### config.mk
export PLATFORM = sky130hd
export DESIGN_NAME = qtr_adder
export DESIGN_NICKNAME = d
export VERILOG_FILES = /design/src/rtl/qtr_pkg.sv /design/src/rtl/qtr_voter.sv /design/src/rtl/qtr_slice_adder.sv /design/src/rtl/qtr_control.sv /design/src/rtl/qtr_datapath.sv /design/src/rtl/qtr_adder.sv
export SDC_FILE = /design/constraint.sdc
export NUM_CORES = 1
export LEC_CHECK = 0
export BUFFER_PORTS_ARGS = -buffer_cell sky130_fd_sc_hd__buf_2
export CAP_MARGIN = 20
export CORE_MARGIN = 4
export CORE_UTILIZATION = 50
export CTS_BUF_LIST = sky130_fd_sc_hd__clkbuf_2
export DETAILED_ROUTE_END_ITERATION = 8
export PLACE_DENSITY = 0.84
export RECOVER_POWER = 25
export SETUP_SLACK_MARGIN = 0.2
export SYNTH_ARGS = -nofsm -noshare
export SYNTH_HDL_FRONTEND = slang
export SYNTH_SLANG_ARGS = --single-unit
### constraint.sdc
create_clock -name clk -period 4.4 [get_ports clk]
set_clock_uncertainty 0.15 [all_clocks]
set_input_delay 1.1 -clock clk [delete_from_list [all_inputs] [get_ports clk]]
set_output_delay 1.1 -clock clk [all_outputs]
set_load 0.1 [all_outputs]
### src/rtl/qtr_pkg.sv
package qtr_pkg;
  typedef struct packed {
    logic load;   // accepted start: capture operands, seed carry
    logic step;   // one slice iteration this cycle
    logic last;   // current iteration is the final slice
  } ctrlStrobes_t;
endpackage

### src/rtl/qtr_voter.sv
module qtr_voter #(
  parameter int W = 4
) (
  input  logic [W-1:0] inA,
  input  logic [W-1:0] inB,
  input  logic [W-1:0] inC,
  output logic [W-1:0] major,
  output logic         disagree
);
  always_comb begin
    major    = (inA & inB) | (inA & inC) | (inB & inC);
    disagree = (inA != inB) || (inB != inC);
  end
endmodule

### src/rtl/qtr_slice_adder.sv
module qtr_slice_adder #(
  parameter int W = 4
) (
  input  logic [W-1:0] a,
  input  logic [W-1:0] b,
  input  logic         cin,
  input  logic [W:0]   mask,
  output logic [W-1:0] s,
  output logic         cout
);
  logic [W:0] raw;
  always_comb begin
    raw  = {1'b0, a} + {1'b0, b} + {{W{1'b0}}, cin};
    s    = raw[W-1:0] ^ mask[W-1:0];
    cout = raw[W] ^ mask[W];
  end
endmodule

### src/rtl/qtr_control.sv
module qtr_control
  import qtr_pkg::*;
#(
  parameter int NUM_SLICES = 4,
  localparam int IDX_W = (NUM_SLICES > 1) ? $clog2(NUM_SLICES) : 1
) (
  input  logic             clk,
  input  logic             rstN,
  input  logic             start,
  output ctrlStrobes_t     strobes,
  output logic [IDX_W-1:0] sliceIdx,
  output logic             busy,
  output logic             done
);
  localparam logic [IDX_W-1:0] LAST_IDX = IDX_W'(NUM_SLICES - 1);

  always_comb begin
    strobes.load = start && !busy;
    strobes.step = busy;
    strobes.last = busy && (sliceIdx == LAST_IDX);
  end

  always_ff @(posedge clk or negedge rstN) begin
    if (!rstN) begin
      busy     <= 1'b0;
      done     <= 1'b0;
      sliceIdx <= '0;
    end else begin
      done <= strobes.last;
      if (strobes.load) begin
        busy     <= 1'b1;
        sliceIdx <= '0;
      end else if (strobes.last) begin
        busy     <= 1'b0;
        sliceIdx <= '0;
      end else if (busy) begin
        sliceIdx <= sliceIdx + 1'b1;
      end
    end
  end

  // done follows the final iteration and lasts one cycle
  a_r3_done_after_last: assert property (@(posedge clk) disable iff (!rstN)
    strobes.last |=> (done && !busy));
  a_r3_done_single: assert property (@(posedge clk) disable iff (!rstN)
    done |=> !done);
  // slices advance in increasing order
  a_r1_idx_advance: assert property (@(posedge clk) disable iff (!rstN)
    (busy && !strobes.last) |=> (busy && sliceIdx == $past(sliceIdx) + 1'b1));
  // a start while busy does not restart the sequence
  a_r7_no_restart: assert property (@(posedge clk) disable iff (!rstN)
    (busy && start && sliceIdx != '0) |=> (sliceIdx != '0 || !busy));
endmodule

### src/rtl/qtr_datapath.sv
module qtr_datapath
  import qtr_pkg::*;
#(
  parameter int SLICE_W    = 4,
  parameter int NUM_SLICES = 4,
  localparam int WIDTH  = SLICE_W * NUM_SLICES,
  localparam int IDX_W  = (NUM_SLICES > 1) ? $clog2(NUM_SLICES) : 1,
  localparam int COPIES = 3,
  localparam int MASK_W = COPIES * (SLICE_W + 1)
) (
  input  logic              clk,
  input  logic              rstN,
  input  ctrlStrobes_t      strobes,
  input  logic [IDX_W-1:0]  sliceIdx,
  input  logic [WIDTH-1:0]  opA,
  input  logic [WIDTH-1:0]  opB,
  input  logic              carryIn,
  input  logic [MASK_W-1:0] faultMask,
  output logic [WIDTH-1:0]  sum,
  output logic              carryOut,
  output logic              mismatch
);
  logic [WIDTH-1:0]   opAReg, opBReg, resultReg;
  logic               carryReg, mismatchReg;
  logic [SLICE_W-1:0] sliceA, sliceB;
  logic [SLICE_W-1:0] copySum [COPIES];
  logic               copyCarry [COPIES];
  logic [SLICE_W-1:0] votedSum;
  logic               votedCarry, sumDis, carryDis, iterDis;

  // 4-bit wide 4:1 operand slice multiplexers
  always_comb begin
    sliceA = opAReg[sliceIdx*SLICE_W +: SLICE_W];
    sliceB = opBReg[sliceIdx*SLICE_W +: SLICE_W];
  end

  for (genvar k = 0; k < COPIES; k++) begin : g_copy
    qtr_slice_adder #(.W(SLICE_W)) u_add (
      .a    (sliceA),
      .b    (sliceB),
      .cin  (carryReg),
      .mask (faultMask[k*(SLICE_W+1) +: (SLICE_W+1)]),
      .s    (copySum[k]),
      .cout (copyCarry[k])
    );
  end

  qtr_voter #(.W(SLICE_W)) u_sumVote (
    .inA(copySum[0]), .inB(copySum[1]), .inC(copySum[2]),
    .major(votedSum), .disagree(sumDis)
  );
  qtr_voter #(.W(1)) u_carryVote (
    .inA(copyCarry[0]), .inB(copyCarry[1]), .inC(copyCarry[2]),
    .major(votedCarry), .disagree(carryDis)
  );

  assign iterDis = sumDis || carryDis;

  always_ff @(posedge clk or negedge rstN) begin
    if (!rstN) begin
      opAReg      <= '0;
      opBReg      <= '0;
      resultReg   <= '0;
      carryReg    <= 1'b0;
      mismatchReg <= 1'b0;
    end else if (strobes.load) begin
      opAReg      <= opA;
      opBReg      <= opB;
      resultReg   <= '0;
      carryReg    <= carryIn;
      mismatchReg <= 1'b0;
    end else if (strobes.step) begin
      resultReg[sliceIdx*SLICE_W +: SLICE_W] <= votedSum;
      carryReg    <= votedCarry;
      mismatchReg <= mismatchReg || iterDis;
    end
  end

  assign sum      = resultReg;
  assign carryOut = carryReg;
  assign mismatch = mismatchReg;

  // with no fault injected the copies never disagree
  a_r6_clean_agree: assert property (@(posedge clk) disable iff (!rstN)
    (strobes.step && faultMask == '0) |-> !iterDis);
  // the flag is sticky until a new operation begins
  a_r6_sticky: assert property (@(posedge clk) disable iff (!rstN)
    (mismatchReg && !strobes.load) |=> mismatchReg);
  // captured operands hold while the operation runs
  a_r2_operands_held: assert property (@(posedge clk) disable iff (!rstN)
    (strobes.step && !strobes.load) |=> ($stable(opAReg) && $stable(opBReg)));
endmodule

### src/rtl/qtr_adder.sv
module qtr_adder
  import qtr_pkg::*;
#(
  parameter int SLICE_W    = 4,
  parameter int NUM_SLICES = 4,
  localparam int WIDTH  = SLICE_W * NUM_SLICES,
  localparam int IDX_W  = (NUM_SLICES > 1) ? $clog2(NUM_SLICES) : 1,
  localparam int MASK_W = 3 * (SLICE_W + 1)
) (
  input  logic              clk,
  input  logic              rstN,
  input  logic              start,
  input  logic [WIDTH-1:0]  opA,
  input  logic [WIDTH-1:0]  opB,
  input  logic              carryIn,
  input  logic [MASK_W-1:0] faultMask,
  output logic              busy,
  output logic              done,
  output logic [WIDTH-1:0]  sum,
  output logic              carryOut,
  output logic              mismatch
);
  ctrlStrobes_t     strobes;
  logic [IDX_W-1:0] sliceIdx;

  qtr_control #(.NUM_SLICES(NUM_SLICES)) u_ctrl (
    .clk(clk), .rstN(rstN), .start(start),
    .strobes(strobes), .sliceIdx(sliceIdx), .busy(busy), .done(done)
  );

  qtr_datapath #(.SLICE_W(SLICE_W), .NUM_SLICES(NUM_SLICES)) u_dp (
    .clk(clk), .rstN(rstN), .strobes(strobes), .sliceIdx(sliceIdx),
    .opA(opA), .opB(opB), .carryIn(carryIn), .faultMask(faultMask),
    .sum(sum), .carryOut(carryOut), .mismatch(mismatch)
  );
endmodule

==> flow_summary.ini, run 1 <==
[worst_setup_path]
worstRegToRegCells = 6
regToRegEndpoint = u_dp.sum[2]$_DFFE_PN0P_
reg2reg_slack_ns = 1.09
timing.rr.start = u_ctrl.sliceIdx[0]$_DFFE_PN0P_
crit_path_top_delay_cell = dfrtp_1
cp.required_ns = 4.64
cp-endpoint = u_dp.sum[2]$_DFFE_PN0P_
crit_fanout = 20
worst_setup_path_start_kind = flop
crit_type = flop to flop
startpoint = u_ctrl.sliceIdx[0]$_DFFE_PN0P_
crit_path_end_kind = flop
path_cells = mux4_2 -> fa_1 -> fa_1 -> xnor2_1 -> xnor2_1 -> a22o_1
max_stage_delay_ns = 0.95
critPathArrivalTime_ns = 3.56

[routing]
drtPass1Iterations = 4
drt_iter0_markers = 76
ant_nets = 0
wl_um = 5280
drcViolationCount = 0
avgViaCountPerCell = 5.324
wl_per_cell_um = 15.71
vias = 1789

[yosys]
avgSynthCellArea_um2 = 13.38
synth_edf_count = 0
syn-num-nets = 257
ys_top_cells_by_area = dfrtp_1 (51%), mux2_2 (14%), mux4_2 (6.8%), ha_1 (3.3%), a22o_1 (3.0%)
ys.flop_type = dfrtp_1
synth_top_area_frac = 0.5128
synth_top_area_cell = dfrtp_1
syn_area_um2 = 2635
synth_common_cells = dfrtp_1 (54), mux2_2 (32), o21ai_0 (11)
synthCells = 197
yosys_warnings = 0
synthMostInstantiatedCell = dfrtp_1
ys_ff_latch = 54
yosysUniqueCellTypes = 36
yosysSeqAreaShare = 0.5128
ys_async_sr_fraction = 1.000

[global_route]
grt_pass1_wl_um = 8549
grtUsageTotal = 0.1742
antenna_found_initial = 0
grt_max_degree = 37
overflow = 0
grt_pass1_vias = 1836

[finish]
fillCellCount = 441
fin_cells = 336
area_growth_pct = 16.05
fin_nets = 326
multi_input_area_um2 = 1216
diodes = 0
seq_area_um2 = 1351
post_route_cells_drive_above_1_share = 0.4511

[timing]
slew_headroom = -0.1780
finalSetupTns_ns = 0
setup_slack_ns = 1.086
rsz0062_at_grt = false
slew_viol_final = 35
worst_slew_pin_slew_ns = 1.767
finalHoldViolations = 0
setup_viol = 0
timing.fmax_mhz = 301.7
hold_ws_ns = 0.3707
post-route-period-util = 0.7532
period_needed_ns = 3.314

[clock_network]
cts-resized-gates = 0
clockRootBuffer = clkbuf_2
cts_tree = done
holdBufCountCts = 0
cts_buffers = 5
clk_pin_slew_ns = 0.28
cts.htree.levels = 2
clockBufferDepth = 2
clock_sinks = 54
worstSkewPairLatency_ns = 0.45
cts_setup_buffers = 0

[floorplanning]
die_h_um = 80.60
die_area_um2 = 6496
fp.dieW_um = 80.60
io_pins = 71
core_area_um2 = 5107
num_rows = 26
start_util = 0.5159

[hold_path]
hp-class = flop to flop

[placement]
dp_worst_setup_slack_ns = 1.135
hpwlAfterDp_um = 4101
placedCellCount = 329
place_congestion = 0.7828
port_buffers = 70

[status]
violations = capacitance limit, slew limit
status = complete, but fails checks

[flow_run]
maxCapViolations = 1
-- cell type report --
| cell class | count | area share |
|---|---|---|
| flip-flops and latches | 54 | 0.4419 |
| multi-input cells | 131 | 0.3977 |
| repair buffers | 71 | 0.1154 |
| inverters | 3 | 0.003682 |
| well taps | 70 | 0.02864 |
| clock inverters | 2 | 0.004501 |
| clock buffers | 5 | 0.008183 |
-- state kept, by name, indices dropped and copies added (netlist names) --
register         cells
u_dp.opAReg         16
u_dp.mismatch        1
u_ctrl.sliceIdx      2
u_ctrl.busy          1
u_dp.sum            16
u_ctrl.done          1
u_dp.opBReg         16
u_dp.carryOut        1
-- per-layer routing --
metal	part of all wire	global-route usage	vias to the layer above
li1	-	-	863
met1	0.43	0.2291	868
met2	0.50	0.2897	53
met3	0.068	0.04821	5
met4	0.0091	0.03547	0
met5	0	0	-
-- stage by stage --
stage	util	instance area (um2)
after global placement	0.5921	3024
after CTS	0.5997	3063
after global routing	0.5987	3058
final	0.5987	3058
after floorplan	-	2635
after detailed placement	0.5921	3024
-- logic make-up after synthesis --
group | after synthesis | synth area share
AND/OR/NAND/NOR | 37 | 0.07502
buffers and inverters | 12 | 0.02849
flip-flops | 54 | 0.5128
XOR/XNOR | 7 | 0.02897
AO/OA/AOI/OAI | 33 | 0.08167
adder cells (fa/ha/maj) | 14 | 0.06790
multiplexers | 40 | 0.2051
-- worst max-delay path, delay by kind of cell (launching register included) --
family / cells / cell delay (ns)
flip-flops: 1 / 0.95
adder cells (fa/ha/maj): 2 / 0.85
multiplexers: 1 / 0.62
XOR/XNOR: 2 / 0.49
AO/OA/AOI/OAI: 1 / 0.20
-- cell usage in the layout (no fill, tap or decap) --
cell / Yosys / layout
xor2_1: 1 / 1
buf_2: 0 / 69
maj3_1: 4 / 4
and4b_1: 1 / 1
o31ai_1: 1 / 1
maj3_2: 1 / 1
dfrtp_1: 54 / 54
a21o_1: 2 / 2
a211oi_1: 1 / 1
ha_1: 7 / 7
clkinv_2: 0 / 1
o22ai_1: 1 / 1
nor3_1: 5 / 5
nand4_1: 2 / 2
mux4_2: 8 / 8
or3_1: 1 / 1
nand2_1: 9 / 9
and4_1: 1 / 1
clkbuf_2: 0 / 5
inv_6: 0 / 1
nand3_1: 2 / 2
a21oi_1: 7 / 7
xnor2_1: 4 / 4
nor2b_4: 0 / 1
a22o_1: 9 / 9
fa_1: 2 / 2
xnor2_2: 1 / 1
nor2_1: 5 / 5
and2_1: 1 / 1
mux2_2: 32 / 32
o32a_1: 1 / 1
o21ai_0: 11 / 11
and3_1: 4 / 4
nor2b_1: 4 / 3
inv_1: 3 / 3
clkbuf_1: 3 / 2
xor2_2: 1 / 1
nand4b_1: 1 / 1
nand3b_1: 1 / 1
-- how the worst min path moves through the flow --
| stage | to | from | cells past startpoint | slack, ns |
|---|---|---|---|---|
| 6_report | u_dp.sum[4]$_DFFE_PN0P_ | u_dp.sum[4]$_DFFE_PN0P_ | 2 | 0.37 |
| 5_1_grt | u_dp.sum[4]$_DFFE_PN0P_ | u_dp.sum[4]$_DFFE_PN0P_ | 2 | 0.40 |
| 4_1_cts | u_dp.sum[4]$_DFFE_PN0P_ | u_dp.sum[4]$_DFFE_PN0P_ | 2 | 0.37 |
| 3_5_place_dp | u_dp.sum[4]$_DFFE_PN0P_ | u_dp.sum[4]$_DFFE_PN0P_ | 2 | 0.32 |
| 3_3_place_gp | u_dp.sum[12]$_DFFE_PN0P_ | u_dp.sum[12]$_DFFE_PN0P_ | 2 | 0.32 |
| 2_1_floorplan | u_dp.opAReg[10]$_DFFE_PN0P_ | u_dp.opAReg[10]$_DFFE_PN0P_ | 1 | 0.33 |
Power of run 1 is left out: the tool's default activity adds up to more than one toggle a clock period on the data nets, which glitch-free logic cannot reach.
==> run 2, diff against run 1 <==
ABC_AREA = 1   (was not set)
PLACE_DENSITY = 0.86   (was 0.84)
clock period = 2.9 ns   (was 4.4 ns; I/O delays follow)
==> run 2 against run 1 <==
Compared with the run above: the flow now finishes without violations; synthesized area rose by 8.6%; clock-buffer cell count rose by 1; sequential share of layout area fell by 3.5 points; register-to-register slack got worse by 0.75 ns; critical path depth rose by 4; final area rose by 8.9%; sequential cell count did not move; die area rose by 7.8%; first-iteration DRC count rose by 82%; critical path type unchanged.
==> flow_summary.ini, run 2 <==
[worst_setup_path]
crit_path_end_kind = flop
crit_fanout = 6
crit_type = flop to flop
max_stage_delay_ns = 0.49
cp.required_ns = 3.13
path_cells = buf_4 -> o21ai_0 -> o22ai_1 -> fa_1 -> fa_1 -> xor2_1 -> inv_1 -> nand2_2 -> nand4_2 -> o21ai_1
critPathArrivalTime_ns = 2.79
crit_path_top_delay_cell = dfrtp_2
worst_setup_path_start_kind = flop
crit_family = adder cells
crit_top_cell = fa_1
path_buf_inv = 2

[routing]
avgViaCountPerCell = 5.089
drtPass1Iterations = 4
ant_nets = 0
drcViolationCount = 0
wl_um = 6474
vias = 2621
drt_iter0_markers = 138
wl_per_cell_um = 12.57

[global_route]
antenna_found_initial = 0
grtUsageTotal = 0.1886
grt_max_degree = 55
overflow = 0
grt_pass1_vias = 2521
grt_pass1_wl_um = 11010

[yosys]
avgSynthCellArea_um2 = 7.716
ys_async_sr_fraction = 1.000
yosys_warnings = 0
syn-num-nets = 431
synth_fa_ha_area_frac = 0.04458
synthSimpleGateAreaFrac = 0.2946
synth_edf_count = 0
synthXorXnorAreaFrac = 0.01530
synthCells = 371
yosysSeqAreaShare = 0.4720
synth_top_area_frac = 0.4720
synth_top_family_by_area = simple AND/OR/NAND/NOR gates
ys.flop_type = dfrtp_1
yosysUniqueCellTypes = 30
synth_top_area_cell = dfrtp_1
synth-compound-area-share = 0.1045
syn_area_um2 = 2863
muxShareOfSynthArea = 0
synthMostInstantiatedCell = nand2_1
ys_ff_latch = 54
synth_common_cells = nand2_1 (145), dfrtp_1 (54), inv_1 (34)
ys_top_cells_by_area = dfrtp_1 (47%), nand2_1 (19%), inv_1 (4.5%), nor2_1 (4.3%), o21ai_0 (3.5%)

[floorplanning]
io_pins = 71
core_area_um2 = 5540
num_rows = 27
die_h_um = 83.67
die_area_um2 = 7000
start_util = 0.5167
fp.dieW_um = 83.67

[timing]
slew_viol_final = 0
post-route-period-util = 0.8829
hold_ws_ns = 0.3078
period_needed_ns = 2.561
slew_headroom = 0.1430
timing.fmax_mhz = 390.5
worst_slew_pin_slew_ns = 1.285
rsz0062_at_grt = true
setup_viol = 0
finalHoldViolations = 0
finalSetupTns_ns = 0

[placement]
hpwlAfterDp_um = 5058
place_area_um2 = 3278
port_buffers = 70
place_congestion = 0.8762
placedCellCount = 506

[finish]
fin_nets = 503
diodes = 0
final_common_cell = nand2_1
post_route_cells_drive_above_1_share = 0.2257
post-route-cell-area_um2 = 3331
final_cell_mix = nand2_1 (145), buf_2 (70), dfrtp_1 (52)
final_util = 0.6012
fin_cells = 515
area_growth_pct = 16.35
fillCellCount = 518

[clock_network]
cts_buffers = 5
cts_tree = done
cts.htree.levels = 2
clockRootBuffer = clkbuf_2
worstSkewPairLatency_ns = 0.44
holdBufCountCts = 0
clock_sinks = 54
clockBufferDepth = 2
clk_pin_slew_ns = 0.26

[power_and_ir_drop]
leakage_uw = 0.001903
power_density_nw_per_um2 = 1325
peakVddDrop_v = 0.0006611

[status]
status = complete, no violations

[flow_run]
maxCapViolations = 0

[hold_path]
hp-class = input port to flop
==> run 2: changes by cell type after synthesis, sizes merged, moves of 8 or more <==
cell,delta
inv,+33
mux2,-32
nand3,+15
o22ai,+13
o21ai,+14
nand2,+139
mux4,-8
nor2,+30
==> run 2: worst reg2reg max path, stage by stage (launching register included) <==
cell	delay, ns
dfrtp_2	0.49
buf_4	0.16
o21ai_0	0.09
o22ai_1	0.13
fa_1	0.46
fa_1	0.42
xor2_1	0.19
inv_1	0.07
nand2_2	0.08
nand4_2	0.12
o21ai_1	0.15
==> run 2: path summary, 6_finish.rpt <==
check	endpoint	slack [ns]	cells after the start	startpoint
hold reg to reg	u_dp.opAReg[10]$_DFFE_PN0P_	0.36	2	u_dp.opAReg[10]$_DFFE_PN0P_
setup reg to reg	u_dp.sum[6]$_DFFE_PN0P_	0.34	10	u_ctrl.sliceIdx[1]$_DFFE_PN0P_
min in group asynchronous	u_dp.sum[3]$_DFFE_PN0P_	0.44	2	rstN
hold / removal	u_dp.opBReg[1]$_DFFE_PN0P_	0.31	3	opB[1]
setup / recovery	u_dp.sum[6]$_DFFE_PN0P_	0.34	10	u_ctrl.sliceIdx[1]$_DFFE_PN0P_
max in group asynchronous	u_ctrl.sliceIdx[0]$_DFFE_PN0P_	1.28	2	rstN
==> run 2: cell families after synthesis <==
kind of cell	Yosys count
xor+xnor	5
flops	54
buf+inv	48
compound gates	51
simple gates	204
fa+ha+maj	9
==> run 2: final cells by class <==
type / count / area (um2) / share of cell area
clock inverters: 1 / 7.507 / 0.002254
clock buffers: 6 / 30.03 / 0.009016
well taps: 72 / 90.09 / 0.02705
flip-flops and latches: 54 / 1354 / 0.4065
inverters: 36 / 135.1 / 0.04057
multi-input cells: 269 / 1316 / 0.3952
repair buffers: 77 / 397.9 / 0.1195
==> run 2: timing repair <==
item / 4_1_cts / 5_1_grt
resized for setup: 0 / 3
buffers inserted: 0 / 2
endpoints found under the setup margin: 0 / 11
==> run 2: power by group <==
| group | leakage, uW | internal [uW] | switching (uW) |
|---|---|---|---|
| clock | 0.0000251 | 58.2 | 231 |
| combinational | 0.00119 | 847 | 1980 |
| sequential | 0.000685 | 1070 | 228 |
| total | 0.00190 | 1970 | 2440 |
==> run 2: per-layer routing <==
metal  part of all wire  global-route usage  up-vias
li1                   -                   -     1309
met2               0.49              0.3283       74
met5                  0                   0        -
met3              0.055             0.04146       13
met4              0.019             0.05409        0
met1               0.44              0.2346     1225
==> run 2: through the flow <==
step                power, uW  worst slack [ns]
finish                   4415            0.3395
global route             4798            0.1770
CTS                      4388            0.2003
detailed placement       4105            0.2417
global placement         4019            0.3389
floorplan                3525            0.3535
Power figures use the tool's default switching activity.
==> run 3, diff against run 2 <==
BUFFER_PORTS_ARGS = -buffer_cell sky130_fd_sc_hd__buf_4   (was -buffer_cell sky130_fd_sc_hd__buf_2)
==> run 3 against run 2 <==
Compared with the run above: combinational power is 5% higher; maximum frequency fell by 0.14%; highest routed layer unchanged; sequential cell count did not move; via count rose by 0.92%; sequential power about the same; clock-buffer cell count unchanged; utilization rose by 3.4 points.
==> flow_summary.ini, run 3 (synthesis gave the netlist of run 2 again) <==
[status]
status = complete, no violations

[power_and_ir_drop]
peakVddDrop_v = 0.0007672
p_sw_uw = 2491
clkPwrFrac = 0.063
leakage_uw = 0.001955
power_density_nw_per_um2 = 1297
p_int_uw = 2072
power_uw = 4563
switching_share = 0.5458
pwr-share-comb = 0.651
seqPwrFrac = 0.286

[finish]
fin_nets = 504
area_growth_pct = 22.90
post_route_cells_drive_above_1_share = 0.2297
final_common_cell = nand2_1
final_cell_mix = nand2_1 (145), buf_4 (77), dfrtp_1 (52)
diodes = 0
final_util = 0.6351

[timing]
finalHoldViolations = 0
timing.fmax_mhz = 390.0
setup_viol = 0
finalSetupTns_ns = 0
post-route-period-util = 0.8842
period_needed_ns = 2.564
rsz0062_at_grt = false
setup_slack_ns = 0.3358
slew_viol_final = 0
worst_slew_pin_slew_ns = 1.294
slew_headroom = 0.1377

[global_route]
grt_pass1_vias = 2543
grt_max_degree = 55
antenna_found_initial = 0
grtUsageTotal = 0.1935
overflow = 0
grt_pass1_wl_um = 11280

[clock_network]
clock_sinks = 54
cts.htree.levels = 2
worstSkewPairLatency_ns = 0.44
cts_tree = done
cts_buffers = 5
clk_pin_slew_ns = 0.26
clockRootBuffer = clkbuf_2
clockBufferDepth = 2

[floorplanning]
start_util = 0.5167
io_pins = 71
num_rows = 27
die_area_um2 = 7000
fp.dieW_um = 83.67
core_area_um2 = 5540
die_h_um = 83.67

[routing]
ant_nets = 0
drt_iter0_markers = 150
wl_um = 6798
drcViolationCount = 0
avgViaCountPerCell = 5.126
wl_per_cell_um = 13.17
drtPass1Iterations = 4
vias = 2645

[flow_run]
maxCapViolations = 0

[worst_setup_path]
worstRegToRegCells = 9
crit_fanout = 10
regToRegEndpoint = u_dp.sum[5]$_DFFE_PN0P_
critPathArrivalTime_ns = 2.81
cp.required_ns = 3.15
reg2reg_slack_ns = 0.34
worst_setup_path_start_kind = flop
crit_type = flop to flop
timing.rr.start = u_ctrl.sliceIdx[1]$_DFFE_PN0P_
startpoint = u_ctrl.sliceIdx[1]$_DFFE_PN0P_
cp-endpoint = u_dp.sum[5]$_DFFE_PN0P_
crit_path_end_kind = flop

[hold_path]
hp-class = input port to flop
min_path_cells = 3

[placement]
place_congestion = 0.8969
port_buffers = 70
dp_worst_setup_slack_ns = 0.2141
hpwlAfterDp_um = 5290
==> run 3: through the flow <==
step	std cells	hold slack, ns	cell area (um2)
after CTS	511	0.1368	3478
after detailed placement	504	0.3168	3438
after global placement	504	0.3079	3438
after global routing	516	0.2777	3518
final	516	0.3088	3518
after floorplan	371	0.2794	2863
==> run 3: timing repair <==
item / 4_1_cts / 5_1_grt
resized for setup: 2 / 3
setup endpoints to repair: 5 / 7
hold buffers: 0 / 0
pin swaps: 0 / 1
buffers inserted: 0 / 5
==> run 3: layout make-up <==
class	instances	area, um2
Inverter	36	135.1
Multi-Input combinational cell	269	1319
Sequential cell	54	1354
Tap cell	72	90.09
Timing Repair Buffer	78	583.1
Clock buffer	6	30.03
Fill cell	514	2022
Clock inverter	1	7.507
==> run 3: how the worst min path moves through the flow <==
stage | from | to
floorplan | rstN | u_ctrl.busy$_DFFE_PN0P_
global route | opB[15] | u_dp.opBReg[15]$_DFFE_PN0P_
detailed placement | u_dp.opBReg[5]$_DFFE_PN0P_ | u_dp.opBReg[5]$_DFFE_PN0P_
global placement | u_dp.opBReg[2]$_DFFE_PN0P_ | u_dp.opBReg[2]$_DFFE_PN0P_
finish | opB[1] | u_dp.opBReg[1]$_DFFE_PN0P_
CTS | rstN | u_dp.opAReg[14]$_DFFE_PN0P_
==> run 3: routing by layer <==
layer,wire (um),share of wire,track usage,vias to the layer above
li1,-,-,-,1312
met1,2760,0.41,0.2390,1214
met2,3482,0.51,0.3398,103
met3,457,0.067,0.04738,16
met4,97,0.014,0.04678,0
met5,0,0,0,-
==> run 3: power by group through the flow <==
| stage | combinational, uW | clock [uW] | sequential, uW |
|---|---|---|---|
| after detailed placement | 2860 | 0 | 1320 |
| after global routing | 3280 | 322 | 1330 |
| after floorplan | 1650 | 0 | 1880 |
| after CTS | 2880 | 292 | 1310 |
| final | 2970 | 288 | 1300 |
| after global placement | 2780 | 0 | 1310 |
==> run 3: critical path: stages, from the launching register on <==
cell	delay, ns
dfrtp_2	0.51
inv_1	0.24
o21ai_0	0.14
o22ai_1	0.22
fa_2	0.28
fa_1	0.43
nand3_1	0.12
nand3_1	0.13
nor2_2	0.15
a22o_1	0.15
